**config.mk**
```make
export PLATFORM = sky130hd
export DESIGN_NAME = ucode_line_decoder
export DESIGN_NICKNAME = d
export VERILOG_FILES = /design/src/rtl/mcd_pkg.sv /design/src/rtl/mcd_decode.sv /design/src/rtl/mcd_strobe_bank.sv /design/src/rtl/mcd_enable_bank.sv /design/src/rtl/ucode_line_decoder.sv
export SDC_FILE = /design/constraint.sdc
export NUM_CORES = 1
export LEC_CHECK = 0
export BUFFER_PORTS_ARGS = -buffer_cell sky130_fd_sc_hd__buf_2
export CORE_MARGIN = 1
export CORE_UTILIZATION = 45
export DETAILED_ROUTE_END_ITERATION = 12
export GPL_ROUTABILITY_DRIVEN = 0
export PLACE_DENSITY = 0.81
export SYNTH_ARGS = -nofsm -noshare
export SYNTH_HDL_FRONTEND = slang
export SYNTH_SLANG_ARGS = --single-unit
```
**constraint.sdc**
```tcl
create_clock -name clk_i -period 1.95 [get_ports clk_i]
set_clock_uncertainty 0.1 [all_clocks]
set_input_delay 0.2925 -clock clk_i [delete_from_list [all_inputs] [get_ports clk_i]]
set_output_delay 0.2925 -clock clk_i [all_outputs]
set_load 0.1 [all_outputs]
```
**src/rtl/mcd_pkg.sv**
```systemverilog
package mcd_pkg;

   typedef enum logic [1:0] {
      LINE_UNUSED = 2'd0,
      LINE_STROBE = 2'd1,
      LINE_ENABLE = 2'd2
   } line_kind_e;

   function automatic line_kind_e classify(input bit is_strobe, input bit is_enable);
      if (is_strobe)      return LINE_STROBE;
      else if (is_enable) return LINE_ENABLE;
      else                return LINE_UNUSED;
   endfunction

endpackage

```
**src/rtl/mcd_decode.sv**
```systemverilog
module mcd_decode
   import mcd_pkg::*;
#(
   parameter int                    LINE_COUNT  = 64,
   parameter int                    INDEX_W     = 6,
   parameter bit                    LEVEL_FIELD = 1'b1,
   parameter int                    WORD_W      = 7,
   parameter logic [LINE_COUNT-1:0] STROBE_MASK = '0,
   parameter logic [LINE_COUNT-1:0] ENABLE_MASK = '0
) (
   input  logic                  valid_i,
   input  logic [WORD_W-1:0]     word_i,
   output logic [LINE_COUNT-1:0] strobe_hit_o,
   output logic [LINE_COUNT-1:0] en_set_o,
   output logic [LINE_COUNT-1:0] en_clr_o
);

   logic [INDEX_W-1:0] idx;
   logic               raise;

   assign idx = word_i[INDEX_W-1:0];

   generate
      if (LEVEL_FIELD) begin : g_level
         assign raise = word_i[INDEX_W];
      end else begin : g_select
         assign raise = 1'b1;
      end
   endgenerate

   for (genvar i = 0; i < LINE_COUNT; i++) begin : g_line
      localparam line_kind_e KIND = classify(STROBE_MASK[i], ENABLE_MASK[i]);
      logic sel;
      assign sel = valid_i && (idx == INDEX_W'(i));
      if (KIND == LINE_STROBE) begin : g_strobe
         assign strobe_hit_o[i] = sel & raise;
         assign en_set_o[i]     = 1'b0;
         assign en_clr_o[i]     = 1'b0;
      end else if (KIND == LINE_ENABLE) begin : g_enable
         assign strobe_hit_o[i] = 1'b0;
         assign en_set_o[i]     = sel & raise;
         assign en_clr_o[i]     = sel & ~raise;
      end else begin : g_unused
         assign strobe_hit_o[i] = 1'b0;
         assign en_set_o[i]     = 1'b0;
         assign en_clr_o[i]     = 1'b0;
      end
   end

endmodule

```
**src/rtl/mcd_strobe_bank.sv**
```systemverilog
module mcd_strobe_bank #(
   parameter int LINE_COUNT = 64
) (
   input  logic                  clk_i,
   input  logic                  rst_i,
   input  logic [LINE_COUNT-1:0] hit_i,
   output logic [LINE_COUNT-1:0] strobe_o
);

   logic [LINE_COUNT-1:0] pulse_q;

   always_ff @(posedge clk_i) begin
      if (rst_i) pulse_q <= '0;
      else       pulse_q <= hit_i;
   end

   assign strobe_o = pulse_q;

   // a pulse that is not requested again is gone on the next cycle
   p_pulse_drops_r3: assert property (@(posedge clk_i) disable iff (rst_i)
      (pulse_q != '0 && hit_i == '0) |=> (pulse_q == '0));

endmodule

```
**src/rtl/mcd_enable_bank.sv**
```systemverilog
module mcd_enable_bank #(
   parameter int                            LINE_COUNT  = 64,
   parameter int                            GROUP_COUNT = 4,
   parameter int                            GROUP_W     = 2,
   parameter logic [LINE_COUNT-1:0]         ENABLE_MASK = '0,
   parameter logic [LINE_COUNT*GROUP_W-1:0] GROUP_MAP   = '0
) (
   input  logic                  clk_i,
   input  logic                  rst_i,
   input  logic [LINE_COUNT-1:0] set_i,
   input  logic [LINE_COUNT-1:0] clr_i,
   output logic [LINE_COUNT-1:0] enable_o
);

   logic [LINE_COUNT-1:0] member [GROUP_COUNT];
   logic [LINE_COUNT-1:0] claim_clear [GROUP_COUNT];
   logic [LINE_COUNT-1:0] clear_mask;
   logic [LINE_COUNT-1:0] en_q;

   for (genvar i = 0; i < LINE_COUNT; i++) begin : g_chk
      if (ENABLE_MASK[i] && (int'(GROUP_MAP[i*GROUP_W +: GROUP_W]) >= GROUP_COUNT)) begin : g_bad
         $error("enable line %0d names a bus group beyond GROUP_COUNT", i);
      end
   end

   for (genvar g = 0; g < GROUP_COUNT; g++) begin : g_group
      for (genvar i = 0; i < LINE_COUNT; i++) begin : g_mem
         assign member[g][i] = ENABLE_MASK[i] &&
                               (GROUP_MAP[i*GROUP_W +: GROUP_W] == GROUP_W'(g));
      end
      assign claim_clear[g] = (|(set_i & member[g])) ? member[g] : '0;

      // one driver per bus group at most
      p_one_driver_r5: assert property (@(posedge clk_i) disable iff (rst_i)
         $onehot0(en_q & member[g]));
   end

   always_comb begin
      clear_mask = clr_i;
      for (int g = 0; g < GROUP_COUNT; g++) clear_mask |= claim_clear[g];
   end

   always_ff @(posedge clk_i) begin
      if (rst_i) en_q <= '0;
      else       en_q <= (en_q & ~clear_mask) | set_i;
   end

   assign enable_o = en_q;

   // an enable with no request against it survives the edge
   p_sticky_r4: assert property (@(posedge clk_i) disable iff (rst_i)
      (set_i == '0 && clr_i == '0) |=> $stable(en_q));

endmodule

```
**src/rtl/ucode_line_decoder.sv**
```systemverilog
module ucode_line_decoder
   import mcd_pkg::*;
#(
   parameter int                            LINE_COUNT  = 64,
   parameter int                            INDEX_W     = 6,
   parameter bit                            LEVEL_FIELD = 1'b1,
   parameter int                            GROUP_COUNT = 4,
   parameter int                            GROUP_W     = 2,
   parameter logic [LINE_COUNT-1:0]         STROBE_MASK = 64'h0000_0000_0FFF_FFFF,
   parameter logic [LINE_COUNT-1:0]         ENABLE_MASK = 64'hFFFF_FFFF_0000_0000,
   parameter logic [LINE_COUNT*GROUP_W-1:0] GROUP_MAP   =
      {16'hFFFF, 16'hAAAA, 16'h5555, 16'h0000, 64'h0}
) (
   input  logic                                 clk_i,
   input  logic                                 rst_i,
   input  logic                                 mi_valid_i,
   input  logic [INDEX_W+int'(LEVEL_FIELD)-1:0] mi_word_i,
   output logic [LINE_COUNT-1:0]                strobe_o,
   output logic [LINE_COUNT-1:0]                enable_o
);

   localparam int WORD_W = INDEX_W + int'(LEVEL_FIELD);

   generate
      if (LINE_COUNT < 2 || LINE_COUNT > 256) begin : g_bad_count
         $error("LINE_COUNT must lie in 2..256");
      end
      if (INDEX_W != $clog2(LINE_COUNT)) begin : g_bad_index
         $error("INDEX_W must equal clog2(LINE_COUNT)");
      end
      if ((STROBE_MASK & ENABLE_MASK) != '0) begin : g_bad_overlap
         $error("a line cannot be both strobe and enable");
      end
      if (GROUP_COUNT < 1 || GROUP_COUNT > (1 << GROUP_W)) begin : g_bad_groups
         $error("GROUP_COUNT does not fit GROUP_W");
      end
   endgenerate

   logic [LINE_COUNT-1:0] strobe_hit;
   logic [LINE_COUNT-1:0] en_set;
   logic [LINE_COUNT-1:0] en_clr;

   mcd_decode #(
      .LINE_COUNT (LINE_COUNT),
      .INDEX_W    (INDEX_W),
      .LEVEL_FIELD(LEVEL_FIELD),
      .WORD_W     (WORD_W),
      .STROBE_MASK(STROBE_MASK),
      .ENABLE_MASK(ENABLE_MASK)
   ) u_decode (
      .valid_i     (mi_valid_i),
      .word_i      (mi_word_i),
      .strobe_hit_o(strobe_hit),
      .en_set_o    (en_set),
      .en_clr_o    (en_clr)
   );

   mcd_strobe_bank #(
      .LINE_COUNT(LINE_COUNT)
   ) u_strobe (
      .clk_i   (clk_i),
      .rst_i   (rst_i),
      .hit_i   (strobe_hit),
      .strobe_o(strobe_o)
   );

   mcd_enable_bank #(
      .LINE_COUNT (LINE_COUNT),
      .GROUP_COUNT(GROUP_COUNT),
      .GROUP_W    (GROUP_W),
      .ENABLE_MASK(ENABLE_MASK),
      .GROUP_MAP  (GROUP_MAP)
   ) u_enable (
      .clk_i   (clk_i),
      .rst_i   (rst_i),
      .set_i   (en_set),
      .clr_i   (en_clr),
      .enable_o(enable_o)
   );

   // Port-level checks
   logic [INDEX_W-1:0] word_idx;
   logic               idx_unused;
   logic               idx_enable;

   assign word_idx   = mi_word_i[INDEX_W-1:0];
   assign idx_unused = (int'(word_idx) >= LINE_COUNT) ||
                       !(STROBE_MASK[word_idx] || ENABLE_MASK[word_idx]);
   assign idx_enable = (int'(word_idx) < LINE_COUNT) && ENABLE_MASK[word_idx];

   // the cycle after a reset edge shows every line low
   p_reset_clear_r1: assert property (@(posedge clk_i)
      $past(rst_i) |-> (strobe_o == '0 && enable_o == '0));

   // no valid, no pulse and no enable change
   p_idle_hold_r2: assert property (@(posedge clk_i) disable iff (rst_i)
      !mi_valid_i |=> (strobe_o == '0 && $stable(enable_o)));

   // a strobe is only ever the answer to a valid instruction, one at a time
   p_strobe_cause_r3: assert property (@(posedge clk_i) disable iff (rst_i)
      (strobe_o != '0) |-> ($past(mi_valid_i) && $countones(strobe_o) == 1));

   // unused indices touch nothing
   p_unused_noop_r7: assert property (@(posedge clk_i) disable iff (rst_i)
      (mi_valid_i && idx_unused) |=> (strobe_o == '0 && $stable(enable_o)));

   generate
      if (LEVEL_FIELD) begin : g_lower_chk
         // a low level on an enable leaves that line low
         p_lower_clears_r6: assert property (@(posedge clk_i) disable iff (rst_i)
            (mi_valid_i && idx_enable && !mi_word_i[INDEX_W])
               |=> (enable_o[$past(word_idx)] == 1'b0));
      end
   endgenerate

endmodule

```
; ---- After elaboration in Yosys (flattened, before gate mapping)
; Index checks and enable logic that the tools add are counted.
; Widths: inputs -> output; s select.
[word_totals]
ff_bits = 128
inputBits = 10
wordCells = 231
[op_classes]
n_eq_ne = 59
muxes = 4
bitwise_logic = 100
reduce_logical = 65
[ops]
columns = cell, count
row1 = $or 64x64->64, 5
row2 = $eq 6x6->1 const B, 32
row3 = $and 1x1->1, 92
row4 = $eq 6x5->1 const B, 12
row5 = $and 64x64->64, 1
row6 = $mux 64, 1
row7 = $not 64->64, 1
row8 = $logic_and 1x1->1, 60
row9 = $mux 56, 1
row10 = $eq 6x4->1 const B, 8
row11 = $mux 48, 1
row12 = $mux 40, 1
row13 = $reduce_or 8->1, 4
row14 = $eq 6x3->1 const B, 4
row15 = $eq 6x2->1 const B, 2
row16 = $eq 6x1->1 const B, 1
row17 = $logic_not 6->1, 1
row18 = $not 1->1, 1

; ---- Logic depth before layout (Yosys ltp)
; Gate-level depths: netlist (run 1).
[depth]
word_depth = 12
depth_mapped = 5

; ---- Hierarchy
; From an unflattened synthesis (run 1), not the netlist that was laid out.
[hier_totals]
cells_unflattened = 649
hier_area_um2 = 6259.8
[modules_own_cells]
columns = module, n_inst, cells_per_inst, area_per_inst_um2
row1 = mcd_enable_bank, 1, 282, 2886.5
row2 = mcd_strobe_bank, 1, 135, 1918.1
row3 = mcd_decode, 1, 232, 1455.1

; ---- Least setup slack after synthesis (run 1)
; No wires, ideal clock.
[synth_path]
path_kind = reg-to-reg
startpoint = reg u_enable.en_q[39], in the netlist u_enable.enable_o[39]
endpoint = reg u_enable.en_q[39], in the netlist u_enable.enable_o[39]
t_arrival_ps = 1283
required_ps = 1771
slack_ps = 488
path_stages_with_launch = 3
synth_period_minus_slack_ps = 1462
path_cell_list = dfxtp_1 -> o21ai_0 -> o22ai_1
[synth_between]
elab_chain_cells = 2
[synth_rtl]
columns = element, line
row1 = from (decl), mcd_enable_bank.sv:18  ; logic [LINE_COUNT-1:0] en_q;
row2 = from (signal assigned), mcd_enable_bank.sv:45  ; else en_q <= (en_q & ~clear_mask) | set_i;
row3 = $and 64x64->64, mcd_enable_bank.sv:45
row4 = $or 64x64->64, mcd_enable_bank.sv:45
; Every way passes these cells.
; A chain may end at the register's enable or synchronous reset.

; ---- Worst setup path in the final report (run 1)
[layout_path]
startpoint = reg u_enable.en_q[46], in the netlist u_enable.enable_o[46]
endpoint = out enable_o[46]
[layout_rtl]
columns = element, line
row1 = to (decl), ucode_line_decoder.sv:19  ; output logic [LINE_COUNT-1:0] enable_o
; No word-level cell between the ends.

==> results of run 1 <==
-- path summary, 6_finish.rpt --
path                      endpoint  depth (start not counted)                  start  slack, ns
min reg2reg  u_enable.enable_o[47]                          2  u_enable.enable_o[47]       0.39
max reg2reg  u_enable.enable_o[46]                          2  u_enable.enable_o[46]       1.18
min          u_strobe.strobe_o[15]                          3           mi_word_i[1]       0.32
max                   enable_o[46]                          1  u_enable.enable_o[46]       0.43
-- flip-flops by register name, summed over array words and instances (netlist names) --
name	count
u_strobe.strobe_o	28
u_enable.enable_o	32
-- through the flow --
step                instances  hold WS [ns]  cell area [sq um]
detailed placement        394        0.3750               2659
CTS                       410        0.3028               2855
finish                    410        0.3167               2855
global route              410        0.3493               2855
global placement          394        0.3612               2659
floorplan                 336        0.3767               2791
-- final cells by class --
class	instances	area, sq um	area share, %
tap	70	87.58	3.067
clock inverter	1	30.03	1.052
timing repair buffer	73	375.4	13.15
sequential	60	1201	42.07
multi-input combinational	191	994.7	34.84
clock buffer	15	166.4	5.828
-- cell usage after synthesis --
cell type	number	area share, %
buf_4	68	20
dfxtp_1	60	47
o21ai_0	32	6.3
o22ai_1	32	7.9
nor2_1	27	4.0
clkbuf_1	13	1.9
nand4bb_1	6	2.7
nand4b_1	4	1.4
or4b_1	4	1.6
nand3_1	3	0.59
nand3b_1	3	0.89
buf_2	2	0.39
nand2b_1	2	0.49
o21bai_1	2	0.59
o21bai_2	2	0.89
and3b_2	1	0.39
buf_6	1	0.44
buf_8	1	0.59
conb_1	1	0.15
nand2_1	1	0.15
nand4_1	1	0.25
nor2_4	1	0.44
or3b_1	1	0.34
or4_1	1	0.30
-- power by group --
| part | total, mW | internal (mW) | switching [mW] |
|---|---|---|---|
| sequential | 1.23 | 1.23 | 0.00155 |
| combinational | 0.700 | 0.0351 | 0.664 |
| clock | 1.11 | 0.663 | 0.449 |
-- per-layer routing --
layer / global-route usage [%] / wire length (microns) / vias to the layer above
met5: 0 / 0 / -
met3: 5.833 / 525 / 21
met4: 10.75 / 133 / 0
met1: 22.12 / 2268 / 924
li1: - / - / 934
met2: 28.85 / 2509 / 124
-- tightest hold or removal path: cells and delay by family --
family	cells	cell delay, ns
and+or+nand+nor	2	0.23
buffers and inverters	1	0.18
-- cell families (layout without fill, tap and decap cells) --
group / count (synthesis) / in the layout
other: 1 / 68
AO/OA/AOI/OAI: 68 / 68
buffers and inverters: 85 / 89
flip-flops: 60 / 60
AND/OR/NAND/NOR: 55 / 55
-- layout by cell type, fill, tap and decap left out, drive strengths merged --
cell and instances:
buf 73, conb 68, dfxtp 60, o21ai 32
o22ai 32, nor2 28, clkbuf 15, nand4bb 6
nand4b 4, or4b 4, o21bai 4, nand3b 3
nand3 3, nand2b 2, and3b 1, or4 1
or3b 1, nand4 1, nand2 1, bufinv 1
==> impl_table.tex, run 1 <==
\begin{tabular}{lr}
\hline
Metric & Value \\
\hline
\multicolumn{2}{l}{\textbf{Critical path}} \\
Critical Path Sink Type & output pin \\
Worst path arrival time & 1.12 ns \\
Critical Path Start Type & register \\
Cell-by-cell trace of the critical path & buf\_2 \\
Total buffers and inverters traversed by the critical path & 1 \\
CP required & 1.56 ns \\
Longest individual stage delay on the worst path & 0.44 ns \\
Slowest CP cell & buf\_2 \\
Path type of the worst setup path & reg2out \\
Maximum fanout along the worst path & 2 \\
Cell class contributing the biggest share of worst-path delay & buffers and inverters \\
\multicolumn{2}{l}{\textbf{Die}} \\
Die X-Extent & 77.13 microns \\
Floorplan core area & 5270 sq um \\
Die area & 5949 sq um \\
Number of placement rows & 26 \\
I/O pin count & 138 \\
Initial standard-cell utilization of the core & 48.20\% \\
Die Y & 77.13 microns \\
\multicolumn{2}{l}{\textbf{Clocking}} \\
Setup Buffers After CTS & 0 \\
Sinks on Clock Net & 60 \\
CTS tree & yes \\
Clock tree root buffer cell & clkbuf\_8 \\
Max clock buf depth & 2 \\
Clock buffer count from CTS & 9 \\
Hold\_buf cts & 0 \\
H-Tree Depth & 3 \\
Resize count post-CTS & 0 \\
Worst-skew pair later-pin latency & 0.33 ns \\
Clock edge transition at the registers on the reported setup and hold paths & 0.06 ns \\
\multicolumn{2}{l}{\textbf{Logic synthesis}} \\
Largest family of logic cells by synthesized area & buffers and inverters \\
Multiplexer share of the synthesized area & 0\% \\
Post-synthesis instance area & 2540 sq um \\
Cells after Synth & 269 \\
Area share of xor/xnor cells in the synthesized design & 0\% \\
Post-Synth Simple-Gate Area & 13.45\% \\
Synthesized area per cell & 9.442 sq um \\
Post-synthesis cell type count & 24 \\
Complex-gate fraction of the synthesized area & 15.67\% \\
Count of yosys warnings during synthesis & 0 \\
Post-synthesis register bit count & 60 \\
Share of synthesized cell area in full adder, half adder and majority cells & 0\% \\
Sequential fraction of the synthesis area & 47.29\% \\
\multicolumn{2}{l}{\textbf{GRT}} \\
Global Route Usage Sum & 18.46\% \\
Number of antenna violations at the first check in global routing & 0 \\
Residual overflow from global routing & 0 \\
Pin count of the biggest net entering global routing & 19 \\
Via count of the first global-routing pass & 1,689 \\
Global-route wire length before repair & 8314 microns \\
\multicolumn{2}{l}{\textbf{Cells and area}} \\
Area overhead of the layout relative to synthesis & 12.41\% \\
Fraction of layout cells with a size suffix above 1 & 26.18\% \\
Count of fill cells added during filler insertion & 504 \\
Number of nets in the finished design & 345 \\
Total inserted antenna cells & 0 \\
Post-layout util & 54.18\% \\
\multicolumn{2}{l}{\textbf{Power and ir drop}} \\
Worst ir drop on vdd & 0.6818 mV \\
Total chip power & 3.042 mW \\
Pwr per Cell Area & 1065 nW/um\^{}2 \\
Leak Pwr & 1.308 nW \\
\multicolumn{2}{l}{\textbf{Routing}} \\
Post-detailed-routing wire length & 5436 microns \\
Post-route DRC & 0 \\
Detail-routed via count per cell & 4.885 \\
Number of iterations in the first detailed-routing pass & 4 \\
Initial detailed-routing violation count & 125 \\
Wire per inst & 13.26 microns \\
Count of vias placed by the detailed router & 2,003 \\
Count of nets left with antenna violations after detail routing & 0 \\
\multicolumn{2}{l}{\textbf{Place}} \\
Post-detail-place hpwl & 3780 microns \\
\# port buffers & 69 \\
DP Worst Slack & 0.2640 ns \\
\multicolumn{2}{l}{\textbf{STA}} \\
Maximum clock frequency & 0.6592 GHz \\
Setup repair after global routing missed its margin & false \\
Final period demand of the worst path & 1.517 ns \\
Fin crit share & 77.80\% \\
Summed negative setup slack over all endpoints & 0 ns \\
Worst Setup Slack, final & 0.4330 ns \\
Slew headroom & 54.81\% \\
Max Transition Viols Final & 0 \\
Final setup violation count & 0 \\
Count of endpoints failing hold in the final timing report & 0 \\
Slew at the pin closest to its max-slew limit & 0.6779 ns \\
\multicolumn{2}{l}{\textbf{Outcome}} \\
Status & finished clean \\
\multicolumn{2}{l}{\textbf{Flow run}} \\
Max Cap Viol & 0 \\
\multicolumn{2}{l}{\textbf{Worst hold path}} \\
Type of the worst min-delay path & in2reg \\
\hline
\end{tabular}
No activity file was read; power rests on OpenSTA's default activity.
==> run 2, diff against run 1 <==
- CORE_UTILIZATION: 45 -> 44
- PLACE_DENSITY: 0.81 -> 0.79
- clock period: 1.95 -> 1.55 ns (I/O delays scaled with it)
==> run 2 against run 1 <==
Setup slack worse by 0.33 ns. Total power up 24%. Via count is 3.2% higher. Critical path type unchanged. Largest power group unchanged.
==> impl_table.tex, run 2 (synthesis results as in run 1) <==
\begin{tabular}{lr}
\hline
Metric & Value \\
\hline
\multicolumn{2}{l}{\textbf{Critical path}} \\
Path type of the worst setup path & reg2out (unchanged) \\
Maximum fanout along the worst path & 2 (unchanged) \\
CP required & 1.22 ns (was 1.56 ns) \\
Critical Path Start Type & register (unchanged) \\
R2r endpoint & u\_enable.enable\_o[34] (was u\_enable.enable\_o[46]) \\
Slowest CP cell & buf\_2 (unchanged) \\
Longest individual stage delay on the worst path & 0.43 ns (was 0.44 ns) \\
Cell-by-cell trace of the critical path & buf\_2 (unchanged) \\
Cell class contributing the biggest share of worst-path delay & buffers and inverters (unchanged) \\
Reg2Reg Depth & 2 (unchanged) \\
Slack of the worst reg-to-reg path & 0.79 ns (was 1.18 ns) \\
Worst path arrival time & 1.12 ns (about the same) \\
Critical Path Sink Type & output pin (unchanged) \\
Startpoint of the lowest-slack register-to-register path & u\_enable.enable\_o[34] (was u\_enable.enable\_o[46]) \\
Total buffers and inverters traversed by the critical path & 1 (unchanged) \\
\multicolumn{2}{l}{\textbf{Routing}} \\
Wire per inst & 13.08 microns (was 13.26 microns) \\
Count of vias placed by the detailed router & 2,068 (was 2,003) \\
Count of nets left with antenna violations after detail routing & 0 (unchanged) \\
Number of iterations in the first detailed-routing pass & 4 (unchanged) \\
Post-detailed-routing wire length & 5625 microns (was 5436 microns) \\
Post-route DRC & 0 (unchanged) \\
Initial detailed-routing violation count & 100 (was 125) \\
Detail-routed via count per cell & 4.809 (was 4.885) \\
\multicolumn{2}{l}{\textbf{Cells and area}} \\
Post-layout util & 53.93\% (was 54.18\%) \\
Number of nets in the finished design & 364 (was 345) \\
Area overhead of the layout relative to synthesis & 17.64\% (was 12.41\%) \\
Most frequent cells in the layout & buf\_2, conb\_1, dfxtp\_1 (unchanged) \\
Count of fill cells added during filler insertion & 519 (was 504) \\
Max reg flops & 32 (unchanged) \\
Fraction of layout cells with a size suffix above 1 & 30.17\% (was 26.18\%) \\
Non-filler instance count after layout & 430 (was 410) \\
Total inserted antenna cells & 0 (unchanged) \\
Most frequent standard cell in the layout excluding fill and tap cells & buf\_2 (unchanged) \\
\multicolumn{2}{l}{\textbf{Flow run}} \\
Max Cap Viol & 0 (unchanged) \\
\multicolumn{2}{l}{\textbf{GRT}} \\
Pin count of the biggest net entering global routing & 17 (was 19) \\
Via count of the first global-routing pass & 1,793 (was 1,689) \\
Met2 Usage GRT & 32.04\% (was 28.85\%) \\
Global Route Usage Sum & 18.77\% (was 18.46\%) \\
Residual overflow from global routing & 0 (unchanged) \\
Global routing usage on met1 & 19.97\% (was 22.12\%) \\
Global-route wire length before repair & 8507 microns (was 8314 microns) \\
Global route hottest layer & met2 (unchanged) \\
Number of antenna violations at the first check in global routing & 0 (unchanged) \\
Met3 GRT Util & 8.235\% (was 5.833\%) \\
\multicolumn{2}{l}{\textbf{Die}} \\
Die Y & 77.98 microns (was 77.13 microns) \\
Die area & 6080 sq um (was 5949 sq um) \\
Floorplan core area & 5540 sq um (was 5270 sq um) \\
Number of placement rows & 27 (was 26) \\
Die X-Extent & 77.98 microns (was 77.13 microns) \\
I/O pin count & 138 (unchanged) \\
Initial standard-cell utilization of the core & 45.84\% (was 48.20\%) \\
\multicolumn{2}{l}{\textbf{STA}} \\
Max Transition Viols Final & 0 (unchanged) \\
Setup repair after global routing missed its margin & false (unchanged) \\
Maximum clock frequency & 0.6889 GHz \\
Final period demand of the worst path & 1.452 ns \\
Count of endpoints failing hold in the final timing report & 0 (unchanged) \\
Summed negative setup slack over all endpoints & 0 ns (unchanged) \\
Worst Setup Slack, final & 0.09831 ns (was 0.4330 ns) \\
Final setup violation count & 0 (unchanged) \\
Fin crit share & 93.66\% \\
\multicolumn{2}{l}{\textbf{Clocking}} \\
CTS tree & yes (unchanged) \\
Clock buffer count from CTS & 9 (unchanged) \\
Clock tree root buffer cell & clkbuf\_8 (unchanged) \\
Max clock buf depth & 2 (unchanged) \\
H-Tree Depth & 3 (unchanged) \\
Sinks on Clock Net & 60 (unchanged) \\
Resize count post-CTS & 0 (unchanged) \\
Hold\_buf cts & 0 (unchanged) \\
Setup Buffers After CTS & 0 (unchanged) \\
Worst-skew pair later-pin latency & 0.33 ns (about the same) \\
Clock edge transition at the registers on the reported setup and hold paths & 0.06 ns (about the same) \\
\multicolumn{2}{l}{\textbf{Worst hold path}} \\
HP Start & mi\_word\_i[1] (unchanged) \\
Cell depth of the worst hold path & 3 (unchanged) \\
Type of the worst min-delay path & in2reg (unchanged) \\
Endpoint of the worst hold-timing path & u\_strobe.strobe\_o[20] (was u\_strobe.strobe\_o[15]) \\
\multicolumn{2}{l}{\textbf{Power and ir drop}} \\
Worst ir drop on vdd & 0.6082 mV (was 0.6818 mV) \\
Total chip power & 3.785 mW (was 3.042 mW) \\
Pwr per Cell Area & 1267 nW/um\^{}2 (was 1065 nW/um\^{}2) \\
Leak Pwr & 1.386 nW (was 1.308 nW) \\
\multicolumn{2}{l}{\textbf{Place}} \\
Placed instance count & 415 (was 394) \\
DP Worst Slack & 0.03710 ns (was 0.2640 ns) \\
\# port buffers & 69 (unchanged) \\
Post-detail-place hpwl & 4015 microns (was 3780 microns) \\
\multicolumn{2}{l}{\textbf{Outcome}} \\
Status & finished clean (unchanged) \\
\hline
\end{tabular}
-- run 2: cell count changes in the layout (fill, tap and decap cells not counted) --
cell	delta
clkbuf_1	-1
buf_4	+19
clkbuf_8	-1
clkinv_2	+1
-- run 2: how the worst max path moves through the flow --
stage	from	end	slack [ns]	cells after the start
after floorplan	u_enable.enable_o[39]	u_enable.enable_o[39]	0.09	2
after global placement	mi_word_i[1]	u_enable.enable_o[32]	0.06	4
after CTS	u_enable.enable_o[34]	enable_o[34]	0.09	1
after global routing	u_enable.enable_o[45]	enable_o[45]	0.06	1
after detailed placement	mi_word_i[1]	u_enable.enable_o[48]	0.04	4
final	u_enable.enable_o[34]	enable_o[34]	0.1	1
-- run 2: final cells by class --
type	count	area (sq um)	share of cell area (%)
clock buffers	13	148.9	4.983
flip-flops and latches	60	1201	40.20
well taps	72	90.09	3.015
repair buffers	92	518.0	17.34
multi-input cells	191	994.7	33.29
clock inverters	2	35.03	1.173
-- run 2: tightest hold or removal path, delay by kind of cell --
family	cells	cell delay, ns
buffers and inverters	1	0.13
and+or+nand+nor	2	0.27
-- run 2: layer usage --
layer,vias up,wire length (microns)
met5,-,0
met4,0,80
met3,8,602
met2,122,2714
met1,962,2228
li1,976,-
-- run 2: report_power, final --
group	leakage (nW)	switching, mW	internal [mW]
Clock	0.0935	0.555	0.776
Combinational	0.810	0.842	0.0633
Sequential	0.483	0.00190	1.55
-- run 2: stage by stage --
step	cell area [sq um]	hold WS, ns
after floorplan	2791	0.3167
after global placement	2804	0.3611
after detailed placement	2804	0.3724
after CTS	2988	0.2260
after global routing	2988	0.2473
final	2988	0.2528
==> run 3, diff against run 2 <==
- GPL_TIMING_DRIVEN: not set -> 0
- RECOVER_POWER: not set -> 100
==> run 3 against run 2 <==
Clock-buffer cell count rose by 2. Sequential power barely moved. Total power rose by 1.2%. Register-to-register slack lost 0.03 ns. Setup slack got worse by 0.029 ns. Critical endpoint is now enable_o[54].
==> impl_table.tex, run 3 (synthesis results as in run 1) <==
\begin{tabular}{lr}
\hline
Metric & Value \\
\hline
\multicolumn{2}{l}{\textbf{Outcome}} \\
Status & finished clean (unchanged) \\
\multicolumn{2}{l}{\textbf{Cells and area}} \\
Number of nets in the finished design & 426 (was 364) \\
Non-filler instance count after layout & 493 (was 430) \\
Fraction of layout cells with a size suffix above 1 & 36.10\% (was 30.17\%) \\
Post-route cell area & 3388 sq um (was 2988 sq um) \\
Max reg flops & 32 (unchanged) \\
Total inserted antenna cells & 0 (unchanged) \\
Area overhead of the layout relative to synthesis & 33.40\% (was 17.64\%) \\
Post-layout util & 61.16\% (was 53.93\%) \\
Most frequent cells in the layout & buf\_4, conb\_1, clkbuf\_2 (was buf\_2, conb\_1, dfxtp\_1) \\
\multicolumn{2}{l}{\textbf{Clocking}} \\
Resize count post-CTS & 0 (unchanged) \\
H-Tree Depth & 3 (unchanged) \\
Worst-skew pair later-pin latency & 0.32 ns (was 0.33 ns) \\
Hold\_buf cts & 0 (unchanged) \\
Sinks on Clock Net & 60 (unchanged) \\
Clock buffer count from CTS & 9 (unchanged) \\
Max clock buf depth & 2 (unchanged) \\
Setup Buffers After CTS & 0 (unchanged) \\
Clock tree root buffer cell & clkbuf\_8 (unchanged) \\
Clock edge transition at the registers on the reported setup and hold paths & 0.06 ns (about the same) \\
CTS tree & yes (unchanged) \\
\multicolumn{2}{l}{\textbf{Die}} \\
Number of placement rows & 27 (unchanged) \\
Die area & 6080 sq um (unchanged) \\
Die X-Extent & 77.98 microns (unchanged) \\
Floorplan core area & 5540 sq um (unchanged) \\
Die Y & 77.98 microns (unchanged) \\
Initial standard-cell utilization of the core & 45.84\% (unchanged) \\
I/O pin count & 138 (unchanged) \\
\multicolumn{2}{l}{\textbf{Critical path}} \\
Critical Path Sink Type & output pin (unchanged) \\
Launching instance or port of the critical path & u\_enable.enable\_o[54] (was u\_enable.enable\_o[34]) \\
Longest individual stage delay on the worst path & 0.47 ns (was 0.43 ns) \\
Startpoint of the lowest-slack register-to-register path & u\_enable.enable\_o[54] (was u\_enable.enable\_o[34]) \\
Worst path arrival time & 1.15 ns (was 1.12 ns) \\
Stages on worst setup path & 1 (unchanged) \\
Cell class contributing the biggest share of worst-path delay & buffers and inverters (unchanged) \\
Slowest CP cell & clkbuf\_2 (was buf\_2) \\
Slack of the worst reg-to-reg path & 0.76 ns (was 0.79 ns) \\
Path type of the worst setup path & reg2out (unchanged) \\
Cell-by-cell trace of the critical path & clkbuf\_2 (was buf\_2) \\
CP required & 1.22 ns (about the same) \\
Reg2Reg Depth & 2 (unchanged) \\
Critical Path Start Type & register (unchanged) \\
CP Capture Point & enable\_o[54] (was enable\_o[34]) \\
R2r endpoint & u\_enable.enable\_o[54] (was u\_enable.enable\_o[34]) \\
Total buffers and inverters traversed by the critical path & 1 (unchanged) \\
Maximum fanout along the worst path & 2 (unchanged) \\
\multicolumn{2}{l}{\textbf{GRT}} \\
Global-route wire length before repair & 9045 microns (was 8507 microns) \\
Residual overflow from global routing & 0 (unchanged) \\
Number of antenna violations at the first check in global routing & 0 (unchanged) \\
Pin count of the biggest net entering global routing & 11 (was 17) \\
Via count of the first global-routing pass & 1,960 (was 1,793) \\
Global Route Usage Sum & 19.55\% (was 18.77\%) \\
\multicolumn{2}{l}{\textbf{Power and ir drop}} \\
Sequential group share of total power & 40.4\% (was 40.9\%) \\
Internal Pwr Total & 2.419 mW (was 2.386 mW) \\
Switching share of total power & 36.88\% (was 36.96\%) \\
Clock network power share & 32.9\% (was 35.2\%) \\
Pwr per Cell Area & 1131 nW/um\^{}2 (was 1267 nW/um\^{}2) \\
Total chip power & 3.832 mW (was 3.785 mW) \\
Worst ir drop on vdd & 0.5467 mV (was 0.6082 mV) \\
Switching power & 1.413 mW (was 1.399 mW) \\
Leak Pwr & 1.624 nW (was 1.386 nW) \\
Combinational group share of total power & 26.7\% (was 23.9\%) \\
\multicolumn{2}{l}{\textbf{Place}} \\
Placed cell areas & 3227 sq um (was 2804 sq um) \\
\# port buffers & 69 (unchanged) \\
DP Worst Slack & -0.08704 ns (was 0.03710 ns) \\
Post-detail-place hpwl & 4283 microns (was 4015 microns) \\
Placed instance count & 477 (was 415) \\
\multicolumn{2}{l}{\textbf{Flow run}} \\
Max Cap Viol & 0 (unchanged) \\
\multicolumn{2}{l}{\textbf{Routing}} \\
Number of iterations in the first detailed-routing pass & 4 (unchanged) \\
Initial detailed-routing violation count & 163 (was 100) \\
Count of nets left with antenna violations after detail routing & 0 (unchanged) \\
Post-detailed-routing wire length & 5799 microns (was 5625 microns) \\
Post-route DRC & 0 (unchanged) \\
Detail-routed via count per cell & 4.438 (was 4.809) \\
Wire per inst & 11.76 microns (was 13.08 microns) \\
Count of vias placed by the detailed router & 2,188 (was 2,068) \\
\multicolumn{2}{l}{\textbf{STA}} \\
Count of endpoints failing hold in the final timing report & 0 (unchanged) \\
Setup repair after global routing missed its margin & false (unchanged) \\
Fin crit share & 95.51\% (was 93.66\%) \\
Slew at the pin closest to its max-slew limit & 0.6831 ns \\
Slew headroom & 54.37\% \\
Worst Setup Slack, final & 0.06958 ns (was 0.09831 ns) \\
Maximum clock frequency & 0.6755 GHz (was 0.6889 GHz) \\
Final period demand of the worst path & 1.480 ns (was 1.452 ns) \\
Final setup violation count & 0 (unchanged) \\
Max Transition Viols Final & 0 (unchanged) \\
\multicolumn{2}{l}{\textbf{Worst hold path}} \\
Type of the worst min-delay path & in2reg (unchanged) \\
\hline
\end{tabular}
-- run 3: cell types whose count changed in the layout (fill, tap and decap cells not counted) --
| cell | before | now |
|---|---|---|
| clkbuf_1 | 3 | 20 |
| and3b_2 | 1 | 0 |
| clkbuf_2 | 0 | 61 |
| clkbuf_8 | 10 | 12 |
| and3b_1 | 0 | 1 |
| buf_8 | 0 | 1 |
| nor2_1 | 27 | 28 |
| buf_4 | 23 | 68 |
| bufinv_16 | 1 | 0 |
| buf_2 | 69 | 7 |
| nor2_4 | 1 | 0 |
-- run 3: per-layer routing --
| layer | vias to the layer above | part of all wire [%] | track usage, % |
|---|---|---|---|
| li1 | 1103 | - | - |
| met1 | 969 | 40 | 22.25 |
| met2 | 103 | 48 | 32.39 |
| met3 | 13 | 9.8 | 6.941 |
| met4 | 0 | 2.5 | 9.630 |
| met5 | - | 0 | 0 |
-- run 3: area by class of cell --
class / instances / area, sq um
Sequential cell: 60 / 1201
Clock inverter: 1 / 5.005
Fill cell: 522 / 2152
Timing Repair Buffer: 69 / 341.6
Tap cell: 72 / 90.09
Clock buffer: 15 / 176.4
Buffer: 85 / 588.1
Multi-Input combinational cell: 191 / 985.9
-- run 3: worst min path at each step --
stage / start / endpoint / cells after the start
6_report: mi_word_i[4] / u_strobe.strobe_o[27] / 3
5_1_grt: mi_word_i[4] / u_strobe.strobe_o[27] / 3
4_1_cts: mi_word_i[4] / u_strobe.strobe_o[27] / 3
3_5_place_dp: u_enable.enable_o[54] / u_enable.enable_o[54] / 2
3_3_place_gp: u_enable.enable_o[48] / u_enable.enable_o[48] / 2
2_1_floorplan: mi_word_i[4] / u_strobe.strobe_o[16] / 2
-- run 3: metrics by stage --
step           TNS, ns  hold slack, ns
6_report             0          0.1496
5_1_grt              0          0.2029
4_1_cts              0          0.1382
3_5_place_dp    -1.189          0.3703
3_3_place_gp   -0.7762          0.3587
2_1_floorplan        0          0.3167
-- run 3: power groups by stage --
stage	combinational [mW]	clock [mW]	sequential (mW)
floorplan	0.927	0	1.62
global placement	1.01	0	1.58
detailed placement	1.01	0	1.58
CTS	1.01	1.29	1.55
global route	1.05	1.37	1.55
finish	1.02	1.26	1.55
